**src/rtl/bytebus_master.sv**
```systemverilog
module bytebus_master #(
  parameter int ADDR_BYTES = 4,
  parameter int DATA_BYTES = 8,
  parameter int TMR_W      = 16,
  localparam int ADDR_W    = 8 * ADDR_BYTES,
  localparam int DATA_W    = 8 * DATA_BYTES
) (
  input  logic              clk,
  input  logic              rst_n,
  input  logic              req_valid,
  input  logic              req_write,
  input  logic [ADDR_W-1:0] req_addr,
  input  logic [DATA_W-1:0] req_wdata,
  input  logic [7:0]        req_sel,
  input  logic [TMR_W-1:0]  tmo_limit,
  output logic              rsp_ack,
  output logic [1:0]        rsp_status,
  output logic [DATA_W-1:0] rsp_rdata,
  output logic              par_err,
  output logic [7:0]        bus_out,
  output logic              bus_out_par,
  input  logic [7:0]        bus_in,
  input  logic              bus_in_par
);
  localparam int FRAME_BYTES = 2 + ADDR_BYTES + DATA_BYTES;
  localparam int FRAME_W     = 8 * FRAME_BYTES;
  localparam int CNT_W       = $clog2(FRAME_BYTES + 1);
  localparam logic [CNT_W-1:0] WR_LEN   = CNT_W'(FRAME_BYTES);
  localparam logic [CNT_W-1:0] RD_LEN   = CNT_W'(1 + ADDR_BYTES);
  localparam logic [CNT_W-1:0] DATA_LEN = CNT_W'(DATA_BYTES);
  localparam logic [7:0] CODE_RD = 8'h02, CODE_WR = 8'h03;
  localparam logic [7:0] ACK_RD  = 8'h82, ACK_WR  = 8'h83;
  localparam logic [1:0] ST_OK = 2'd0, ST_TMO = 2'd1, ST_PAR = 2'd2, ST_PROT = 2'd3;

  typedef enum logic [1:0] {S_IDLE, S_SEND, S_WAIT, S_RDATA} state_t;

  state_t             st;
  logic [FRAME_W-1:0] tx;
  logic [CNT_W-1:0]   cnt;
  logic [TMR_W-1:0]   tmr;
  logic               wr_q;
  logic [7:0]         in_q;
  logic               in_par_q;

  wire       in_bad   = (in_par_q != ~^in_q);
  wire [7:0] ack_good = wr_q ? ACK_WR : ACK_RD;
  wire [7:0] ack_bad  = wr_q ? ACK_RD : ACK_WR;
  wire       accept   = (st == S_IDLE) && req_valid && !rsp_ack;

  assign bus_out_par = ~^bus_out;

  always_ff @(negedge clk or negedge rst_n) begin
    if (!rst_n) begin
      in_q     <= 8'h00;
      in_par_q <= 1'b1;
    end else begin
      in_q     <= bus_in;
      in_par_q <= bus_in_par;
    end
  end

  always_ff @(posedge clk or negedge rst_n) begin
    if (!rst_n) begin
      st         <= S_IDLE;
      tx         <= '0;
      cnt        <= '0;
      tmr        <= '0;
      wr_q       <= 1'b0;
      bus_out    <= 8'h00;
      rsp_ack    <= 1'b0;
      rsp_status <= ST_OK;
      rsp_rdata  <= '0;
      par_err    <= 1'b0;
    end else begin
      rsp_ack <= 1'b0;
      case (st)
        S_IDLE: if (accept) begin
          tx        <= {req_wdata, req_sel, req_addr, req_write ? CODE_WR : CODE_RD};
          cnt       <= req_write ? WR_LEN : RD_LEN;
          wr_q      <= req_write;
          rsp_rdata <= '0;
          par_err   <= 1'b0;
          st        <= S_SEND;
        end
        S_SEND: begin
          bus_out <= tx[7:0];
          tx      <= tx >> 8;
          if (cnt == CNT_W'(1)) begin
            st  <= S_WAIT;
            tmr <= '0;
          end else begin
            cnt <= cnt - CNT_W'(1);
          end
        end
        S_WAIT: begin
          bus_out <= 8'h00;
          if (in_bad) begin
            par_err    <= 1'b1;
            rsp_status <= ST_PAR;
            rsp_ack    <= 1'b1;
            st         <= S_IDLE;
          end else if (in_q == ack_good) begin
            if (wr_q) begin
              rsp_status <= ST_OK;
              rsp_ack    <= 1'b1;
              st         <= S_IDLE;
            end else begin
              cnt <= DATA_LEN;
              st  <= S_RDATA;
            end
          end else if (in_q == ack_bad) begin
            rsp_status <= ST_PROT;
            rsp_ack    <= 1'b1;
            st         <= S_IDLE;
          end else if (tmr == tmo_limit) begin
            rsp_status <= ST_TMO;
            rsp_ack    <= 1'b1;
            st         <= S_IDLE;
          end else begin
            tmr <= tmr + TMR_W'(1);
          end
        end
        S_RDATA: begin
          if (in_bad) begin
            par_err    <= 1'b1;
            rsp_status <= ST_PAR;
            rsp_rdata  <= '0;
            rsp_ack    <= 1'b1;
            st         <= S_IDLE;
          end else begin
            rsp_rdata <= {in_q, rsp_rdata[DATA_W-1:8]};
            if (cnt == CNT_W'(1)) begin
              rsp_status <= ST_OK;
              rsp_ack    <= 1'b1;
              st         <= S_IDLE;
            end else begin
              cnt <= cnt - CNT_W'(1);
            end
          end
        end
        default: st <= S_IDLE;
      endcase
    end
  end

  assert_idle_quiet_R3: assert property (@(posedge clk) disable iff (!rst_n)
    (st == S_IDLE) |-> (bus_out == 8'h00));

  assert_ack_pulse_R11: assert property (@(posedge clk) disable iff (!rst_n)
    rsp_ack |=> !rsp_ack);

  assert_err_nodata_R8: assert property (@(posedge clk) disable iff (!rst_n)
    (rsp_ack && rsp_status != ST_OK) |-> (rsp_rdata == '0));

  assert_par_sticky_R9: assert property (@(posedge clk) disable iff (!rst_n)
    (par_err && !accept) |=> par_err);

  assert_timer_bound_R8: assert property (@(posedge clk) disable iff (!rst_n)
    (st == S_WAIT && $stable(tmo_limit)) |-> (tmr <= tmo_limit));

  assert_parity_sets_flag_R9: assert property (@(posedge clk) disable iff (!rst_n)
    (rsp_ack && rsp_status == ST_PAR) |-> par_err);
endmodule

```
**config.mk**
```make
export PLATFORM = sky130hd
export DESIGN_NAME = bytebus_master
export DESIGN_NICKNAME = d
export VERILOG_FILES = /design/src/rtl/bytebus_master.sv
export SDC_FILE = /design/constraint.sdc
export NUM_CORES = 1
export LEC_CHECK = 0
export ABC_AREA = 1
export CORE_UTILIZATION = 35
export CTS_CLUSTER_SIZE = 40
export DETAILED_ROUTE_END_ITERATION = 6
export HOLD_SLACK_MARGIN = 0.03
export PLACE_DENSITY = 0.6
export SLEW_MARGIN = 20
export SYNTH_ARGS = -nofsm -noshare
export SYNTH_HDL_FRONTEND = slang
export SYNTH_SLANG_ARGS = --single-unit
export TNS_END_PERCENT = 100
```
**constraint.sdc**
```tcl
create_clock -name clk -period 3.9 [get_ports clk]
set_input_delay 0.78 -clock clk [delete_from_list [all_inputs] [get_ports clk]]
set_output_delay 0.78 -clock clk [all_outputs]
set_load 0.1 [all_outputs]
```
==> reports/metrics.cfg <==
[status]
outcome=finished clean

[worst_setup_path]
r2r-end=rsp_status[1]
critPathKind=reg2reg
crit_top_cell=nand2_2
r2r-start=in_q[7]
cp-end-kind=register
crit_start=in_q[7]
crit_slowest_cell=dfrtn_1
slowest_delay_ns=0.48
reg2reg_setup_slack_ns=0.08
crit_required_ns=4.30
worstPathArrival_ns=4.23
crit_path_start_kind=register
r2r_cells=12
path_cells=ha_4, nand2_1, nand2_2, nand2_2, nand2_2, nand2_2, nand2_4, buf_6, a21oi_4, nand3_2, nand2_1, nand2_1
cp_max_fo=7
critPathCapture=rsp_status[1]

[floorplan]
row_count=61
die-area_sq_um=29600
io_pins=210
start_util=0.361
chipWidth_microns=172
coreArea_sq_um=28100
die_height_microns=172

[layout]
multi_input_comb_area_sq_um=3930
seqCellArea_sq_um=5510
fillers=2749
final_cells=1795
drive_above_1_share=0.0868
final_util=0.486
fin_nets=1543
area_growth_pct=34.7
n_antenna_cell=0

[sta]
finalHoldViolCount=0
slew_headroom=0.308
setup_violations=0
finClkSkew_ns=0.0578
setup_slack_ns=0.0771
whs_ns=0.105
rsz0062_at_grt=yes
drv_slew=0
worst_pin_slew_ns=1.03

[routing]
top_layer_used=met5
drt-met1-wl_microns=11900
vias_per_cell=4.77
routed-wl-met3_microns=1650
dr.pass1.iters=5
routed_wl_microns=25700
drt-initial-drc-count=582
ant_nets=0
routed-wl-met2_microns=11700
num_vias=8567
post_drt_wl_per_cell_microns=14.3
drcViolationCount=0

[global_route]
overflow=0
antenna_found_initial=2
grt_max_degree=157
grtUsageTotal=0.174
grt_pass1_vias=8133
grt_pass1_wl_microns=41300

[logic_synthesis]
synthCells=1203
ys_types=38
ys.flop_type=dfrtp_1
synth_area_sq_um=10100
synthArstFlopShare=1.00
synth_enable_flop_cells=0
yosys_warnings=0
yosysSeqAreaShare=0.544
synth_nets=1347
ys_ff_latch=220
syn_area_per_cell_sq_um=8.42

[power_and_ir_drop]
p_sw_mw=4.44
combPwrFrac=0.432
pwr-share-clk=0.237
peakVddDrop_v=0.000547
p_int_mw=5.91
p_leak_nw=6.02
pwr_density_cell_nw_per_um2=759
switching_share=0.429
p_seq_frac=0.332

[run]
maxCapViolCount=0

[placed_design]
port-buffer-count=209
gp_congestion=0.801
place_inst=1745
dp_hpwl_microns=17600
dpl_worst_slack_ns=-0.0463

[clocking]
cts_root_buf=clkbuf_16
cts_buffer_depth=3
h-tree-depth=1
clk_pin_slew_ns=0.06
holdBufCountCts=0
cts_tree=built
insertion_delay_ns=0.56
cts.sinks=220
cts_buffers=25

[min_path]
worstHoldPathType=in2async

## power groups by stage
| stage | Sequential, mW | Clock, mW | Combinational (mW) |
|---|---|---|---|
| 2_1_floorplan | 3.98 | 0.00321 | 2.77 |
| 3_3_place_gp | 3.44 | 0.00321 | 4.36 |
| 3_5_place_dp | 3.46 | 0.00321 | 4.41 |
| 4_1_cts | 3.43 | 2.52 | 4.45 |
| 5_1_grt | 3.52 | 2.61 | 4.97 |
| 6_report | 3.43 | 2.45 | 4.47 |
## how the worst min path moves through the flow
stage	startpoint	endpoint	slack (ns)	depth (start not counted)
finish	rst_n	rsp_rdata[45]	0.11	1
detailed placement	rsp_status[0]	rsp_status[0]	0.47	2
CTS	rst_n	rsp_rdata[46]	0.09	1
global placement	rsp_status[1]	rsp_status[1]	0.47	2
floorplan	cnt[1]	cnt[1]	0.46	2
global route	rst_n	rsp_rdata[45]	0.10	1
## kinds of logic (layout without fill, tap and decap cells)
| group | after synthesis | after routing | synth area share |
|---|---|---|---|
| AO/OA/AOI/OAI | 213 | 213 | 0.128 |
| XOR/XNOR | 18 | 18 | 0.0156 |
| adder cells (fa/ha/maj) | 11 | 11 | 0.0136 |
| buffers and inverters | 205 | 419 | 0.0845 |
| flip-flops | 220 | 220 | 0.544 |
| AND/OR/NAND/NOR | 536 | 536 | 0.215 |
## per-stage QoR
stage               total power, mW  instance area, sq um  TNS [ns]
floorplan                      6.76                 10100         0
global placement               7.80                 12600         0
detailed placement             7.88                 12600    -0.230
CTS                            10.4                 13500         0
global route                   11.1                 13600     -1.19
finish                         10.3                 13600         0
## layout make-up
cell class,count,share of cell area
sequential,220,0.404
multi-input combinational,778,0.288
timing repair buffer,232,0.171
clock buffer,36,0.0548
inverter,141,0.0391
tap,378,0.0347
clock inverter,10,0.00936
## critical path, delay by kind of cell (launching register included)
kind,cells,cell delay (ns)
and+or+nand+nor,9,0.69
buffers and inverters,1,0.16
AOI/OAI and AO/OA,1,0.18
DFF,1,0.48
adders and majority gates,1,0.25
## state kept, by name, indices dropped and copies added, names as in the netlist
name and cells:
bus_out 8, cnt 4, in_par_q 1, in_q 8
par_err 1, rsp_ack 1, rsp_rdata 64, rsp_status 2
st 2, tmr 16, tx 112, wr_q 1
## cells in the mapped netlist, types with 7 or more instances
cell      number  area share
inv_2          9      0.0033
nand4_1       10      0.0062
ha_1          11       0.014
dfrtn_1        8       0.020
xor2_1        11      0.0095
dfrtp_1      211        0.52
buf_2         21       0.010
nand3_1       36       0.018
o21ai_0       31       0.015
buf_4         12      0.0089
inv_1        132       0.049
nand2_1      339        0.13
nor2_1       129       0.048
a21oi_1        8      0.0040
xnor2_1        7      0.0061
o22ai_1       64       0.040
clkbuf_1      28       0.010
a31oi_1       96       0.059
## timing repair
action / CTS / global route
endpoints found under the hold margin: 0 / 0
setup buffers: 0 / 4
gates resized for setup: 6 / 36
setup endpoints to repair: 27 / 85
gates cloned: 0 / 1
pin swaps: 1 / 16
## routing by layer
layer,up-vias,global-route usage
met1,4002,0.239
met3,39,0.0346
li1,4309,-
met4,2,0.0481
met2,215,0.277
met5,-,0
## placed cells by master, fill, tap and decap left out, types with 3 or more instances in the layout
cell type,instances
o21ai_4,3
bufinv_16,3
clkinv_2,5
buf_12,4
clkbuf_16,25
ha_4,4
dfrtn_1,8
o21ai_1,7
a31oi_1,96
buf_6,3
nand3b_1,4
xnor2_1,7
nand4_1,10
inv_2,14
nand2_4,4
nand3_1,34
nand2_2,14
a21oi_1,7
nor2_1,128
o22ai_1,64
o21ai_0,30
nand3_2,3
nand2_1,325
ha_1,7
buf_4,17
nor3_1,5
clkbuf_8,8
inv_1,125
dfrtp_1,211
xor2_1,11
clkbuf_1,3
clkdlybuf4s50_1,207
Power figures use the tool's default switching activity.
